==> src/rtl/ltpg_pkg.sv <==
package ltpg_pkg;
  typedef enum logic [1:0] {
    PAT_USER = 2'b00,
    PAT_ONES = 2'b01,
    PAT_PRBS = 2'b10,
    PAT_ALT  = 2'b11
  } pat_sel_e;

  localparam int unsigned E1_LEN   = 15;
  localparam int unsigned E1_TAP   = 14;
  localparam int unsigned T1_LEN   = 20;
  localparam int unsigned T1_TAP   = 17;
  localparam int unsigned T1_ZRUN  = 14;
endpackage

==> src/rtl/ltpg_rst_sync.sv <==
module ltpg_rst_sync #(
  parameter int unsigned STAGES = 2
) (
  input  logic clk,
  input  logic rst_n,
  output logic rst_sync_n
);
  logic [STAGES-1:0] sync_q;

  always_ff @(posedge clk or negedge rst_n) begin
    if (!rst_n) sync_q <= '0;
    else        sync_q <= {sync_q[STAGES-2:0], 1'b1};
  end

  assign rst_sync_n = sync_q[STAGES-1];
endmodule

==> src/rtl/ltpg_lfsr.sv <==
module ltpg_lfsr #(
  parameter int unsigned WIDTH = 15,
  parameter int unsigned TAP   = 14,
  parameter int unsigned ZRUN  = 0
) (
  input  logic clk,
  input  logic rst_n,
  input  logic step,
  input  logic reload,
  output logic bit_o
);
  localparam logic [WIDTH-1:0] SEED = {WIDTH{1'b1}};

  logic [WIDTH-1:0] state_q, state_d;
  logic             fb;

  assign fb = state_q[WIDTH-1] ^ state_q[TAP-1];

  always_comb begin
    state_d = state_q;
    if (reload)    state_d = SEED;
    else if (step) state_d = {state_q[WIDTH-2:0], fb};
  end

  always_ff @(posedge clk or negedge rst_n) begin
    if (!rst_n) state_q <= SEED;
    else        state_q <= state_d;
  end

  generate
    if (ZRUN > 0) begin : g_zsup
      logic window_zero;
      assign window_zero = ~|state_q[WIDTH-2 -: ZRUN];
      assign bit_o       = state_q[WIDTH-1] | window_zero;
    end else begin : g_plain
      assign bit_o = state_q[WIDTH-1];
    end
  endgenerate
endmodule

==> src/rtl/ltpg_out_mux.sv <==
module ltpg_out_mux
  import ltpg_pkg::*;
(
  input  logic [1:0] pat_sel,
  input  logic       alt_clk_sel,
  input  logic       t1_mode,
  input  logic       prbs_inv,
  input  logic       user_bit,
  input  logic       e1_bit,
  input  logic       t1_bit,
  output logic       bit_o
);
  logic seq_bit;

  assign seq_bit = (t1_mode ? t1_bit : e1_bit) ^ prbs_inv;

  always_comb begin
    unique case (pat_sel_e'(pat_sel))
      PAT_ONES: bit_o = 1'b1;
      PAT_PRBS: bit_o = seq_bit;
      default:  bit_o = alt_clk_sel ? 1'b0 : user_bit;
    endcase
  end
endmodule

==> src/rtl/line_test_pattern_gen.sv <==
module line_test_pattern_gen
  import ltpg_pkg::*;
(
  input  logic       clk,
  input  logic       rst_n,
  input  logic       bit_en,
  input  logic       tx_data_in,
  input  logic [1:0] pat_sel,
  input  logic       alt_clk_sel,
  input  logic       t1_mode,
  input  logic       prbs_inv,
  output logic       tx_data_out
);
  logic rst_sync_n;
  logic mode_q;
  logic reload;
  logic e1_bit, t1_bit, sel_bit;
  logic out_q, out_d;

  ltpg_rst_sync #(.STAGES(2)) u_rst (
    .clk        (clk),
    .rst_n      (rst_n),
    .rst_sync_n (rst_sync_n)
  );

  assign reload = (t1_mode != mode_q);

  ltpg_lfsr #(.WIDTH(E1_LEN), .TAP(E1_TAP), .ZRUN(0)) u_e1_gen (
    .clk    (clk),
    .rst_n  (rst_sync_n),
    .step   (bit_en),
    .reload (reload),
    .bit_o  (e1_bit)
  );

  ltpg_lfsr #(.WIDTH(T1_LEN), .TAP(T1_TAP), .ZRUN(T1_ZRUN)) u_t1_gen (
    .clk    (clk),
    .rst_n  (rst_sync_n),
    .step   (bit_en),
    .reload (reload),
    .bit_o  (t1_bit)
  );

  ltpg_out_mux u_mux (
    .pat_sel     (pat_sel),
    .alt_clk_sel (alt_clk_sel),
    .t1_mode     (t1_mode),
    .prbs_inv    (prbs_inv),
    .user_bit    (tx_data_in),
    .e1_bit      (e1_bit),
    .t1_bit      (t1_bit),
    .bit_o       (sel_bit)
  );

  always_comb begin
    out_d = out_q;
    if (bit_en) out_d = sel_bit;
  end

  always_ff @(posedge clk or negedge rst_sync_n) begin
    if (!rst_sync_n) begin
      out_q  <= 1'b0;
      mode_q <= 1'b0;
    end else begin
      out_q  <= out_d;
      mode_q <= t1_mode;
    end
  end

  assign tx_data_out = out_q;
endmodule

==> config.mk <==
export PLATFORM = sky130hd
export DESIGN_NAME = line_test_pattern_gen
export DESIGN_NICKNAME = d
export VERILOG_FILES = /design/src/rtl/ltpg_pkg.sv /design/src/rtl/ltpg_rst_sync.sv /design/src/rtl/ltpg_lfsr.sv /design/src/rtl/ltpg_out_mux.sv /design/src/rtl/line_test_pattern_gen.sv
export SDC_FILE = /design/constraint.sdc
export NUM_CORES = 1
export LEC_CHECK = 0
export ABC_AREA = 1
export BUFFER_PORTS_ARGS = -buffer_cell sky130_fd_sc_hd__buf_2
export CAP_MARGIN = 15
export CORE_UTILIZATION = 59
export DETAILED_ROUTE_END_ITERATION = 7
export PLACE_DENSITY = 0.77
export SETUP_SLACK_MARGIN = 0.4
export SKIP_CTS_REPAIR_TIMING = 1
export SYNTH_ARGS = -nofsm -noshare
export SYNTH_HDL_FRONTEND = slang
export SYNTH_HIERARCHICAL = 1
export SYNTH_SLANG_ARGS = --single-unit
export TNS_END_PERCENT = 5
==> constraint.sdc <==
create_clock -name clk -period 1.3 [get_ports clk]
set_input_delay 0.065 -clock clk [delete_from_list [all_inputs] [get_ports clk]]
set_output_delay 0.065 -clock clk [all_outputs]
set_load 0.005 [all_outputs]
==> impl_metrics.toml <==
[routing]
routed-wl-met3_um = 117
drt_iter0_markers = 67
vias_per_cell = 5.619
wl_per_cell_um = 14.57
num_vias = 1343
ant_nets = 0
top_layer = "met4"
dr_wl_met2_um = 1814
drtPass1Iterations = 7
met1_length_um = 1493
wl_um = 3482
drc = 2

[power_and_ir_drop]
p_leak_nw = 1.096
max-vdd-ir-drop_uv = 1219
power.total_w = 0.002703
power_density_mw_per_mm2 = 1208

[yosys]
avgSynthCellArea_um2 = 9.673
synth_area_leaders = "dfstp_2 (51%), nand2_1 (9.2%), inv_1 (6.9%), a22oi_1 (6.7%), dfrtp_1 (5.6%)"
netlist_area_mm2 = 0.001799
ys_seq_elements = 39
netlist_instances = 186
yosysWarningCount = 6
synth.net_count = 197
synth_cell_types = 24
yosysTopAreaCellShare_pct = 51.11
synth_area_leader_cell = "dfstp_2"
ys_seq_area_share_pct = 56.68

[floorplan]
die-width_um = 57.22
start_util_pct = 63.60
design.die.area_mm2 = 0.003274
core_area_mm2 = 0.002829
num_rows = 19
pin_count = 10
die_height_um = 57.22

[timing]
tns_ps = -57.21
setup_viol = 1
rsz0062_at_grt = "yes"
fin_ws_ps = -57.21
drv_slew = 0
fin_crit_ps = 1357
fin_worst_skew_ps = 12.06
min_period_over_period_pct = 104.4
max_freq_ghz = 0.7368
hold_viol_final = 0

[clocking]
path_clk_slew_ps = 110
htree_levels = 2
cts-root-buf = "clkbuf_4"
clkSinkCount = 39
cts_made_buffers = 5
cts_tree = "yes"
clkLatencyLatePin_ps = 340
clockBufferDepth = 2

[outcome]
outcome = "finished with violations"
failed_checks = "design-rule violations, negative setup slack"

[placement]
place.gp.congestion = 0.7749
placedCellCount = 228
dpl.hpwl_um = 2197
port_buffers = 9
place_area_mm2 = 0.001921

[finish]
seq_area_mm2 = 0.001020
syn_to_final_growth_pct = 24.34
final_cell_count_no_fill = 239
antenna_cells = 0
final.fill_count = 175
drive_gt1_share_pct = 54.33
multi_input_area_um2 = 773.2
final_area_mm2 = 0.002237
final_nets = 218

[critical_path]
end_kind = "flop"
worstPathRequired_ps = 1590
cp-start-kind = "flop"
cp.arrival_ps = 1640
cp_max_fo = 2
crit_type = "flop to flop"

[global_routing]
grt.overflow.total = 0
antenna_found_initial = 0
grt_pass1_vias = 1264
grt_max_degree = 21
grt_pass1_wl_um = 5457
grtUsageTotal_pct = 22.21

[min_path]
worstHoldPathType = "primary input to async pin"

[job]
cap_violations = 0
-- where the power goes --
part / total, W / switching (W) / internal (W)
clock: 0.000979 / 0.000378 / 0.000600
sequential: 0.00137 / 0.0000476 / 0.00132
combinational: 0.000352 / 0.000222 / 0.000130
-- routing by layer --
| metal | vias to the layer above | global-route usage, % |
|---|---|---|
| li1 | 630 | - |
| met1 | 678 | 28.90 |
| met2 | 27 | 36.30 |
| met3 | 8 | 5.442 |
| met4 | 0 | 8.362 |
| met5 | - | 0 |
-- worst max-delay path, cell delays in order (launching register included) --
cell and delay (ps):
dfstp_2 550, nor2_2 40, nand2_1 80, nor2_1 50, nand2_1 50, nand2_1 60
inv_1 50, nand2_1 50, nand3_2 70, nand3_2 70, a21oi_2 130, nand2_1 60
nand2_1 50
-- per-stage QoR --
stage	hold WS, ps	worst slack, ps	utilization (%)
global placement	-148.8	7.120	67.89
global route	17.28	-205.8	79.08
CTS	-520.7	-77.87	71.47
detailed placement	-147.8	-34.89	67.89
floorplan	-230.6	91.62	-
finish	20.65	-57.21	79.08
-- cells in the mapped netlist --
library cell / n
o21ai_2: 5
nor2_2: 1
nor3_1: 1
dfstp_2: 35
nand3_2: 3
buf_6: 6
inv_1: 33
nand3_1: 9
a22oi_1: 16
inv_2: 1
nand2_1: 44
nor2_1: 10
a21oi_2: 1
dfrtp_1: 4
nand2_4: 1
o21ai_1: 1
inv_4: 1
a21oi_1: 6
nor2_4: 1
conb_1: 1
ha_1: 2
a22oi_2: 1
a21boi_0: 1
o21ai_0: 2
-- layout by cell type (no fill, tap or decap) --
cell           netlist  routed
clkbuf_1             0       1
conb_1               1       1
clkinv_8             0       1
dlygate4sd3_1        0       2
a21oi_1              6       4
inv_4                1       1
buf_2                0       9
bufinv_16            0       2
dfstp_2             35      35
a21boi_0             1       1
inv_1               33      31
buf_12               0       2
nor3_1               1       1
o21ai_1              1       1
nor2_2               1       1
nor2_4               1       2
nor2_1              10       9
nand3_2              3      11
nand3_1              9       1
nand2_4              1       3
nand2_8              0       2
clkbuf_4             0       5
buf_4                0       7
a22oi_2              1      16
ha_1                 2       2
a21oi_2              1       3
nand2_2              0       4
a22oi_1             16       1
nand2_1             44      36
inv_2                1       2
o21ai_2              5       7
dfrtp_1              4       4
-- logic make-up after synthesis --
logic type / after synthesis / share of synthesized area, %
compound gates: 33 / 13.21
fa+ha+maj: 2 / 1.391
buf+inv: 41 / 11.20
flops: 39 / 56.68
other cells: 1 / 0.2084
simple gates: 70 / 17.32
-- cell type report --
cell class	count	share of cell area (%)
clock buffer	6	1.846
clock inverter	2	2.685
inverter	35	6.544
multi-input combinational	106	34.56
sequential	39	45.58
tap	31	1.734
timing repair buffer	20	7.047
-- final timing paths --
check	startpoint	end	slack, ps	cells past startpoint
min	rst_n	u_rst/sync_q[0]$_DFF_PN0_	20	2
max in group asynchronous	u_rst/sync_q[1]$_DFF_PN0_	u_t1_gen/state_q[4]$_DFFE_PN1P_	520	1
max reg2reg	u_t1_gen/state_q[8]$_DFFE_PN1P_	tx_data_out$_DFFE_PN0P_	-60	12
max	u_t1_gen/state_q[8]$_DFFE_PN1P_	tx_data_out$_DFFE_PN0P_	-60	12
min reg2reg	u_rst/sync_q[0]$_DFF_PN0_	u_rst/sync_q[1]$_DFF_PN0_	360	0
min in group clk	bit_en	tx_data_out$_DFFE_PN0P_	20	3
-- sequential cells by signal (all words and copies together), names as in the netlist --
register / cells
u_e1_gen/state_q: 15
u_rst/sync_q: 2
u_t1_gen/state_q: 20
mode_q: 1
tx_data_out: 1
No activity file was read; power rests on OpenSTA's default activity.
